## src/rtl/crbus_pkg.sv

```systemverilog
package crbus_pkg;
  // kind value is also the strobe index
  typedef enum logic [1:0] {
    K_ADDR  = 2'd0,
    K_DATA  = 2'd1,
    K_READ  = 2'd2,
    K_WRITE = 2'd3
  } kind_e;

  typedef enum logic [1:0] {
    P_IDLE, P_SETUP, P_HIGH, P_LOW
  } pstate_e;

  typedef enum logic [2:0] {
    C_IDLE, C_ADDR1, C_RD, C_ADDR2, C_DATA, C_WR
  } cstate_e;

  localparam int unsigned NUM_STRB = 4;
endpackage

```

## src/rtl/crbus_ack_timer.sv

```systemverilog
module crbus_ack_timer #(
  parameter int unsigned TIMEOUT_CYC = 250000
) (
  input  logic clk_i,
  input  logic rst_ni,
  input  logic wait_i,
  input  logic restart_i,
  output logic tmo_o
);
  localparam int unsigned TW = $clog2(TIMEOUT_CYC + 1);

  logic [TW-1:0] cnt_q;

  assign tmo_o = wait_i && (cnt_q == TW'(TIMEOUT_CYC - 1));

  always_ff @(posedge clk_i or negedge rst_ni) begin
    if (!rst_ni) begin
      cnt_q <= '0;
    end else if (!wait_i || restart_i) begin
      cnt_q <= '0;
    end else if (!tmo_o) begin
      cnt_q <= cnt_q + TW'(1);
    end
  end
endmodule

```

## src/rtl/crbus_phase.sv

```systemverilog
module crbus_phase import crbus_pkg::*; #(
  parameter int unsigned DW        = 16,
  parameter int unsigned SETUP_CYC = 2
) (
  input  logic                clk_i,
  input  logic                rst_ni,
  input  logic                start_i,
  input  kind_e               kind_i,
  input  logic [DW-1:0]       value_i,
  input  logic                ack_i,
  input  logic                tmo_i,
  output logic [DW-1:0]       din_o,
  output logic [NUM_STRB-1:0] strb_o,
  output logic                idle_o,
  output logic                wait_o,
  output logic                cap_o,
  output logic                pdone_o,
  output logic                perr_o
);
  localparam int unsigned SW = $clog2(SETUP_CYC + 1);

  pstate_e       st_q;
  kind_e         kind_q;
  logic [DW-1:0] val_q;
  logic [SW-1:0] scnt_q;

  always_ff @(posedge clk_i or negedge rst_ni) begin
    if (!rst_ni) begin
      st_q   <= P_IDLE;
      kind_q <= K_ADDR;
      val_q  <= '0;
      scnt_q <= '0;
    end else begin
      case (st_q)
        P_IDLE: if (start_i) begin
          st_q   <= P_SETUP;
          kind_q <= kind_i;
          val_q  <= value_i;
          scnt_q <= '0;
        end
        P_SETUP: begin
          if (scnt_q == SW'(SETUP_CYC - 1)) st_q <= P_HIGH;
          else scnt_q <= scnt_q + SW'(1);
        end
        P_HIGH: begin
          if (ack_i) st_q <= P_LOW;
          else if (tmo_i) st_q <= P_IDLE;
        end
        P_LOW: if (!ack_i || tmo_i) st_q <= P_IDLE;
        default: st_q <= P_IDLE;
      endcase
    end
  end

  assign din_o   = (st_q == P_IDLE) ? '0 : val_q;
  assign idle_o  = (st_q == P_IDLE);
  assign wait_o  = (st_q == P_HIGH) || (st_q == P_LOW);
  assign cap_o   = (st_q == P_HIGH) && ack_i;
  assign pdone_o = (st_q == P_LOW) && !ack_i;
  assign perr_o  = tmo_i && (((st_q == P_HIGH) && !ack_i) || ((st_q == P_LOW) && ack_i));

  for (genvar k = 0; k < NUM_STRB; k++) begin : g_strb
    assign strb_o[k] = (st_q == P_HIGH) && (kind_q == kind_e'(k));
  end
endmodule

```

## src/rtl/crbus_ctrl.sv

```systemverilog
module crbus_ctrl import crbus_pkg::*; #(
  parameter int unsigned DW = 16
) (
  input  logic          clk_i,
  input  logic          rst_ni,
  input  logic          cmd_valid_i,
  input  logic [1:0]    cmd_op_i,
  input  logic [DW-1:0] cmd_addr_i,
  input  logic [DW-1:0] cmd_data_i,
  input  logic [DW-1:0] cmd_mask_i,
  input  logic          phase_idle_i,
  input  logic          cap_i,
  input  logic          pdone_i,
  input  logic          perr_i,
  input  logic [DW-1:0] dout_i,
  output logic          start_o,
  output kind_e         kind_o,
  output logic [DW-1:0] value_o,
  output logic          busy_o,
  output logic          done_o,
  output logic          err_o,
  output logic [DW-1:0] rdata_o
);
  cstate_e       st_q, nxt;
  logic [DW-1:0] addr_q, wdata_q, mask_q, rdata_q;
  logic          upd_q, wr_q, done_q, err_q;

  always_comb begin
    case (st_q)
      C_ADDR1: nxt = wr_q ? C_DATA : C_RD;
      C_RD:    nxt = upd_q ? C_ADDR2 : C_IDLE;
      C_ADDR2: nxt = C_DATA;
      C_DATA:  nxt = C_WR;
      default: nxt = C_IDLE;
    endcase
  end

  always_comb begin
    kind_o  = K_ADDR;
    value_o = addr_q;
    case (st_q)
      C_RD:   begin kind_o = K_READ;  value_o = '0;      end
      C_DATA: begin kind_o = K_DATA;  value_o = wdata_q; end
      C_WR:   begin kind_o = K_WRITE; value_o = wdata_q; end
      default: ;
    endcase
  end

  always_ff @(posedge clk_i or negedge rst_ni) begin
    if (!rst_ni) begin
      st_q    <= C_IDLE;
      addr_q  <= '0;
      wdata_q <= '0;
      mask_q  <= '0;
      rdata_q <= '0;
      upd_q   <= 1'b0;
      wr_q    <= 1'b0;
      done_q  <= 1'b0;
      err_q   <= 1'b0;
    end else begin
      done_q <= 1'b0;
      err_q  <= 1'b0;
      if (st_q == C_IDLE) begin
        if (cmd_valid_i) begin
          st_q    <= C_ADDR1;
          addr_q  <= cmd_addr_i;
          wdata_q <= cmd_data_i;
          mask_q  <= cmd_mask_i;
          upd_q   <= cmd_op_i[1];
          wr_q    <= !cmd_op_i[1] && cmd_op_i[0];
          rdata_q <= '0;
        end
      end else begin
        if (cap_i && (st_q == C_RD)) begin
          rdata_q <= dout_i;
          wdata_q <= (dout_i & ~mask_q) | wdata_q;
        end
        if (perr_i) begin
          st_q  <= C_IDLE;
          err_q <= 1'b1;
        end else if (pdone_i) begin
          st_q <= nxt;
          if (nxt == C_IDLE) done_q <= 1'b1;
        end
      end
    end
  end

  assign start_o = (st_q != C_IDLE) && phase_idle_i;
  assign busy_o  = (st_q != C_IDLE);
  assign done_o  = done_q;
  assign err_o   = err_q;
  assign rdata_o = rdata_q;
endmodule

```

## src/rtl/crbus_seq.sv

```systemverilog
module crbus_seq import crbus_pkg::*; #(
  parameter int unsigned DW          = 16,
  parameter int unsigned SETUP_CYC   = 2,
  parameter int unsigned TIMEOUT_CYC = 250000
) (
  input  logic          clk_i,
  input  logic          rst_ni,
  input  logic          cmd_valid_i,
  input  logic [1:0]    cmd_op_i,
  input  logic [DW-1:0] cmd_addr_i,
  input  logic [DW-1:0] cmd_data_i,
  input  logic [DW-1:0] cmd_mask_i,
  output logic          busy_o,
  output logic          done_o,
  output logic          err_o,
  output logic [DW-1:0] rdata_o,
  output logic [DW-1:0] bus_din_o,
  output logic          bus_cap_addr_o,
  output logic          bus_cap_data_o,
  output logic          bus_rd_o,
  output logic          bus_wr_o,
  input  logic [DW-1:0] bus_dout_i,
  input  logic          bus_ack_i
);
  logic                start, phase_idle, wait_s, cap, pdone, perr, tmo;
  kind_e               kind;
  logic [DW-1:0]       value;
  logic [NUM_STRB-1:0] strb;

  crbus_ctrl #(.DW(DW)) i_ctrl (
    .clk_i        (clk_i),
    .rst_ni       (rst_ni),
    .cmd_valid_i  (cmd_valid_i),
    .cmd_op_i     (cmd_op_i),
    .cmd_addr_i   (cmd_addr_i),
    .cmd_data_i   (cmd_data_i),
    .cmd_mask_i   (cmd_mask_i),
    .phase_idle_i (phase_idle),
    .cap_i        (cap),
    .pdone_i      (pdone),
    .perr_i       (perr),
    .dout_i       (bus_dout_i),
    .start_o      (start),
    .kind_o       (kind),
    .value_o      (value),
    .busy_o       (busy_o),
    .done_o       (done_o),
    .err_o        (err_o),
    .rdata_o      (rdata_o)
  );

  crbus_phase #(.DW(DW), .SETUP_CYC(SETUP_CYC)) i_phase (
    .clk_i   (clk_i),
    .rst_ni  (rst_ni),
    .start_i (start),
    .kind_i  (kind),
    .value_i (value),
    .ack_i   (bus_ack_i),
    .tmo_i   (tmo),
    .din_o   (bus_din_o),
    .strb_o  (strb),
    .idle_o  (phase_idle),
    .wait_o  (wait_s),
    .cap_o   (cap),
    .pdone_o (pdone),
    .perr_o  (perr)
  );

  crbus_ack_timer #(.TIMEOUT_CYC(TIMEOUT_CYC)) i_timer (
    .clk_i     (clk_i),
    .rst_ni    (rst_ni),
    .wait_i    (wait_s),
    .restart_i (cap),
    .tmo_o     (tmo)
  );

  assign bus_cap_addr_o = strb[K_ADDR];
  assign bus_cap_data_o = strb[K_DATA];
  assign bus_rd_o       = strb[K_READ];
  assign bus_wr_o       = strb[K_WRITE];
endmodule

```

## config.mk

```make
export PLATFORM = sky130hd
export DESIGN_NAME = crbus_seq
export DESIGN_NICKNAME = d
export VERILOG_FILES = /design/src/rtl/crbus_pkg.sv /design/src/rtl/crbus_ack_timer.sv /design/src/rtl/crbus_phase.sv /design/src/rtl/crbus_ctrl.sv /design/src/rtl/crbus_seq.sv
export SDC_FILE = /design/constraint.sdc
export NUM_CORES = 1
export LEC_CHECK = 0
export BUFFER_PORTS_ARGS = -buffer_cell sky130_fd_sc_hd__buf_2
export CAP_MARGIN = 20
export CORE_AREA = 8 8 124 126
export DETAILED_ROUTE_END_ITERATION = 12
export DIE_AREA = 0 0 132 134
export PLACE_DENSITY = 0.6
export SYNTH_ARGS = -nofsm -noshare
export SYNTH_HDL_FRONTEND = slang
export SYNTH_HIERARCHICAL = 1
export SYNTH_SLANG_ARGS = --single-unit
```

## constraint.sdc

```tcl
create_clock -name clk_i -period 6.5 [get_ports clk_i]
set_clock_uncertainty 0.15 [all_clocks]
set_input_delay 0.325 -clock clk_i [delete_from_list [all_inputs] [get_ports clk_i]]
set_output_delay 0.325 -clock clk_i [all_outputs]
set_load 0.03 [all_outputs]
```

**Yosys cells after proc, flatten, opt, wreduce, memory -nomap -nowiden**

Index checks and enable logic that the tools add are counted.

- Add/subtract/negate cells: 2
- Eq/ne operators: 20
- Mux-type cells: 33
- Bitwise operators: 3
- Reduce and logical (&&, ||, !) cells: 35

Operators with widths:

| operator | count |
|---|---|
| two-way mux 16 bit | 7 |
| two-way mux 18 bit | 2 |
| case mux 16 bit (2 select lines) | 1 |
| adder 18 x 1 -> 18 bit, second input constant | 1 |
| equality test 18 bit, second input constant | 1 |
| AND 16 bit | 1 |
| two-way mux 2 bit | 8 |
| NOT 16 bit | 1 |
| bitwise OR 16 bit | 1 |
| two-way mux 3 bit | 5 |
| logical AND 1 bit | 13 |
| case mux 3 bit (4 select lines) | 1 |
| equality test 2 bit, second input constant | 4 |
| case mux 2 bit (4 select lines) | 1 |
| AND reduction 2 bit | 4 |
| equality test 2 x 1 -> 1 bit, second input constant | 3 |
| equality test 3 x 2 -> 1 bit, second input constant | 2 |
| equality test 3 bit, second input constant | 2 |
| logical NOT 3 bit | 2 |
| two-way mux 1 bit | 6 |
| inequality test 2 x 1 -> 1 bit, second input constant | 3 |
| inequality test 2 bit, second input constant | 3 |
| case mux 2 bit (3 select lines) | 1 |
| nonzero test 3 bit | 2 |
| other kinds (11) | 18 |

- Flip-flop bits (word level): 111
- Output and inout bits: 39
- Logic and storage cells: 107

**Logic depth before layout (Yosys ltp)**

- Depth after elaboration: 7
- Depth in mapped cells: 9
- Gate-level depth less buffers: 8

**Hierarchy**

Netlist, hierarchy kept.

By module, submodules not included:

| module | instances | cells each | area an instance (um2) | seq. area each (um2) |
|---|---|---|---|---|
| crbus_ctrl | 1 | 240 | 3124.2 | 1776.7 |
| crbus_phase | 1 | 90 | 1148.6 | 550.5 |
| crbus_ack_timer | 1 | 98 | 945.9 | 450.4 |

**Least setup slack after synthesis**

No wires, ideal clock.

- Path kind: reg-to-reg
- From: reg i_ctrl.st_q[1]
- To: reg i_phase.val_q[10]
- Setup time: 125 ps
- Data arrival time: 2162 ps
- Slack: 4063 ps
- Cell stages (with the launch flop): 9
- Path buffers: 4
- Cell sequence: dfrtp_1 > buf_2 > or3_1 > clkbuf_1 > and2_1 > nor3b_2 > buf_6 > buf_12 > mux2_4

- Longest elaborated chain between the ends: 3

Ends and longest elaborated chain:

| item | line | text |
|---|---|---|
| start, declared | crbus_ctrl.sv:24 | `cstate_e st_q, nxt;` |
| start signal, assigned | crbus_ctrl.sv:82 | `st_q <= nxt;` |
| nonzero test 3 bit | -- |  |
| via busy_o | crbus_seq.sv:13 | `output logic busy_o,` |
| logical AND 1 bit | crbus_ctrl.sv:89 | `assign start_o = (st_q != C_IDLE) && phase_idle_i;` |
| via start | crbus_seq.sv:25 | `logic start, phase_idle, wait_s, cap, pdone, perr, tmo;` |
| AND reduction 2 bit (no line) | -- |  |
| end signal, assigned | crbus_phase.sv:38 | `val_q <= value_i;` |
| end, declared | crbus_phase.sv:24 | `logic [DW-1:0] val_q;` |

The timed path passes the listed nets, and every way through them passes these cells.
A chain may end at the register's enable or synchronous reset.

**Worst setup path in the final report**

- From: reg i_phase.st_q[1]
- To: reg i_phase.val_q[15]

- Longest elaborated chain between the ends: 3

Ends and longest elaborated chain:

| item | line | text |
|---|---|---|
| start, declared | crbus_phase.sv:22 | `pstate_e st_q;` |
| start signal, assigned | crbus_phase.sv:29 | `st_q <= P_IDLE;` |
| start signal, assigned | crbus_phase.sv:36 | `st_q <= P_SETUP;` |
| start signal, assigned | crbus_phase.sv:42 | `if (scnt_q == SW'(SETUP_CYC - 1)) st_q <= P_HIGH;` |
| logical NOT 2 bit | crbus_phase.sv:56 | `assign idle_o = (st_q == P_IDLE);` |
| via phase_idle | crbus_seq.sv:25 |  |
| logical AND 1 bit | crbus_ctrl.sv:89 |  |
| via start | crbus_seq.sv:25 |  |
| AND reduction 2 bit (no line) | -- |  |

The timed path passes the listed nets, and every way through them passes these cells.

==> impl_metrics.env <==
export IMPL_total_power_mw=2.75
export IMPL_dr_total_vias=3698
export IMPL_worst_setup_path_type="reg2reg"
export IMPL_yosysSeqAreaShare_pct=53.2
export IMPL_layout_nets=593
export IMPL_post_cts_buffers=0
export IMPL_max_freq_mhz=305
export IMPL_p_leak_nw=2.90
export IMPL_drcViolationCount=0
export IMPL_firstDrtPassIters=4
export IMPL_area_growth_pct=17.5
export IMPL_start_util_pct=38.6
export IMPL_cap_violations=0
export IMPL_fin_crit_sh_pct=50.5
export IMPL_cp_num_buf_inv=0
export IMPL_grt_overflow=0
export IMPL_finalSetupViolations=0
export IMPL_clkSinkCount=111
export IMPL_root_buffer="clkbuf_16"
export IMPL_ys_types=55
export IMPL_yosysMostFrequentCell="dfrtp_1"
export IMPL_die_h_um=134
export IMPL_grt_setup_unrepaired="no"
export IMPL_detail_route_antenna_nets=0
export IMPL_cts_made_buffers=9
export IMPL_avgViaCountPerCell=5.22
export IMPL_start_kind="register"
export IMPL_hold_viol=0
export IMPL_track_usage_pct=14.2
export IMPL_dieArea_mm2=0.0177
export IMPL_synth_edf_count=0
export IMPL_wl_per_cell_um=17.5
export IMPL_htreeDepth=3
export IMPL_slew_viol_final=0
export IMPL_mappedNetlistArea_mm2=0.00522
export IMPL_clk_path_buf_depth=2
export IMPL_cts_clk_slew_worst_paths_ns=0.08
export IMPL_route_final_wire_length_um=12400
export IMPL_synthArstFlopShare_pct=100
export IMPL_cp_top_family="simple AND/OR/NAND/NOR gates"
export IMPL_cp_end_kind="register"
export IMPL_drtIter0Drc=235
export IMPL_synthTopCellsByArea="dfrtp_1 53%, mux2_2 8.4%, a22o_1 5.5%, mux2_4 3.2%, o22a_1 2.7%"
export IMPL_total_switching_power_mw=1.02
export IMPL_yosysTopAreaCell="dfrtp_1"
export IMPL_synthCells=428
export IMPL_pwr_share_clk_pct=19.8
export IMPL_worstSkewPairLatency_ns=0.35
export IMPL_first_global_vias=3882
export IMPL_p_int_mw=1.73
export IMPL_grt_pass1_wl_um=20300
export IMPL_yosysWarnings=6
export IMPL_p_per_area_mw_per_mm2=447
export IMPL_dieWidth_um=132
export IMPL_path_cells="nor2_1, and2_1, nor3b_4, mux2_2"
export IMPL_cp_slowest_cell="nor3b_4"
export IMPL_fin_hold_ws_ns=0.0300
export IMPL_peakVddDrop_mv=0.243
export IMPL_synth_nets=500
export IMPL_finalSetupTns_ns=0
export IMPL_drive_gt1_share_pct=35.4
export IMPL_outcome="finished, final reports clean"
export IMPL_ys_ff_latch=111
export IMPL_place_inst=689
export IMPL_place_gp_congestion=0.784
export IMPL_io_pins=109
export IMPL_p_seq_share_pct=41.8
export IMPL_port_buffers=108
export IMPL_p_sw_share_pct=37.0
export IMPL_max_slew_margin_rel_pct=28.1
export IMPL_fin_crit_ns=3.28
export IMPL_worstMarginPinSlew_ns=1.08
export IMPL_synth_top_area_share_pct=53.2
export IMPL_dpl_cell_area_mm2=0.00583
export IMPL_final_cell_area_mm2=0.00613
export IMPL_ys_top_cells_by_count="111 x dfrtp_1, 39 x mux2_2, 33 x a22o_1"
export IMPL_crit_required_ns=6.58
export IMPL_cts_tree="done"
export IMPL_core_area_mm2=0.0135
export IMPL_hold_path_class="in2reg"
export IMPL_slowest_delay_ns=0.90
export IMPL_synth_flop_cell="dfrtp_1"
export IMPL_grt_max_degree=70
export IMPL_dp_hpwl_um=8960
export IMPL_synth_avg_cell_area_um2=12.2
export IMPL_p_comb_share_pct=38.4
export IMPL_rows=43
export IMPL_critPathMaxFanout=18
export IMPL_stdcell_count=708
export IMPL_antenna_found_initial=4
export IMPL_cp_arrival_ns=3.36
power by group through the flow:
stage / clock, mW / combinational, mW / sequential, mW
after floorplan: 0 / 0.822 / 1.13
after global placement: 0 / 1.04 / 1.14
after detailed placement: 0 / 1.07 / 1.16
after CTS: 0.562 / 1.07 / 1.15
after global routing: 0.588 / 1.15 / 1.19
final: 0.542 / 1.05 / 1.15
placed cells by master, fill, tap and decap left out, drive strengths merged, types with 6 or more instances in the layout:
cell type  synthesis  final
nand2b            18     18
nor2              17     17
nand2             10     10
a22oi             16     16
buf               20    111
a21oi              7      7
inv                7     11
dfrtp            111    111
nor2b             20     20
and3               7      7
o22a              16     16
o21ai              7      7
clkbuf            10     11
mux2              52     52
a22o              33     33
nand3              6      6
nor3               9      9
xnor2              8      8
metrics by stage:
step | utilization (%) | worst slack (ns)
after floorplan | - | 4.06
after global placement | 43.2 | 3.31
after detailed placement | 43.2 | 3.19
after CTS | 45.4 | 3.17
after global routing | 45.4 | 2.99
final | 45.4 | 3.22
area by class of cell:
| type | instances | area, µm² |
|---|---|---|
| fill | 1285 | 7370 |
| sequential | 111 | 2780 |
| multi-input combinational | 280 | 2240 |
| timing repair buffer | 112 | 576 |
| clock buffer | 11 | 243 |
| tap | 180 | 225 |
| clock inverter | 5 | 46.3 |
| inverter | 7 | 26.3 |
| antenna | 2 | 5.00 |
cells by family (layout without fill, tap and decap cells):
kind of cell	count (synthesis)	count (layout)	share of synthesized area, %
and+or+nand+nor	121	121	14.2
other	0	2	0
buffers and inverters	37	135	4.12
AOI/OAI and AO/OA	94	94	14.1
xor gates and xnor gates	11	11	1.85
adders and majority gates	2	2	0.479
DFF	111	111	53.2
muxes	52	52	12.0
flip-flops by register name, indices dropped and copies added (netlist names):
signal	cells
i_ctrl/addr_q	16
i_ctrl/done_o	1
i_ctrl/err_o	1
i_ctrl/mask_q	16
i_ctrl/rdata_o	16
i_ctrl/st_q	3
i_ctrl/upd_q	1
i_ctrl/wdata_q	16
i_ctrl/wr_q	1
i_phase/kind_q	2
i_phase/scnt_q	2
i_phase/st_q	2
i_phase/val_q	16
i_timer/cnt_q	18
per-layer routing:
| metal | routed length [µm] | up-vias | track usage [%] | part of all wire [%] |
|---|---|---|---|---|
| met5 | 38 | - | 0 | 0.31 |
| met4 | 194 | 6 | 5.30 | 1.6 |
| met3 | 778 | 20 | 5.42 | 6.3 |
| met2 | 5630 | 90 | 21.5 | 46 |
| met1 | 5720 | 1818 | 18.2 | 46 |
| li1 | - | 1764 | - | - |
final timing paths:
check,start,end,slack [ns],cells after the start
max,i_phase/st_q[1],i_phase/val_q[15],3.22,4
min,cmd_mask_i[13],i_ctrl/mask_q[13],0.03,2
max reg2reg,i_phase/st_q[1],i_phase/val_q[15],3.22,4
min reg2reg,i_ctrl/mask_q[13],i_ctrl/mask_q[13],0.34,1
max in group asynchronous,rst_ni,i_phase/val_q[6],4.58,3
min in group asynchronous,rst_ni,i_ctrl/err_o,0.35,2
worst reg2reg max path, cell delays in order (launching register included):
cell     delay, ns
dfrtp_1       0.56
nor2_1        0.82
and2_1        0.30
nor3b_4       0.90
mux2_2        0.43
repair_timing:
action                                  CTS  global route
endpoints found under the setup margin    0             0
hold buffers                              1             0
resized for setup                         0             0
hold endpoints to repair                 42             0
Note: power is estimated with default switching activity, not from simulation.
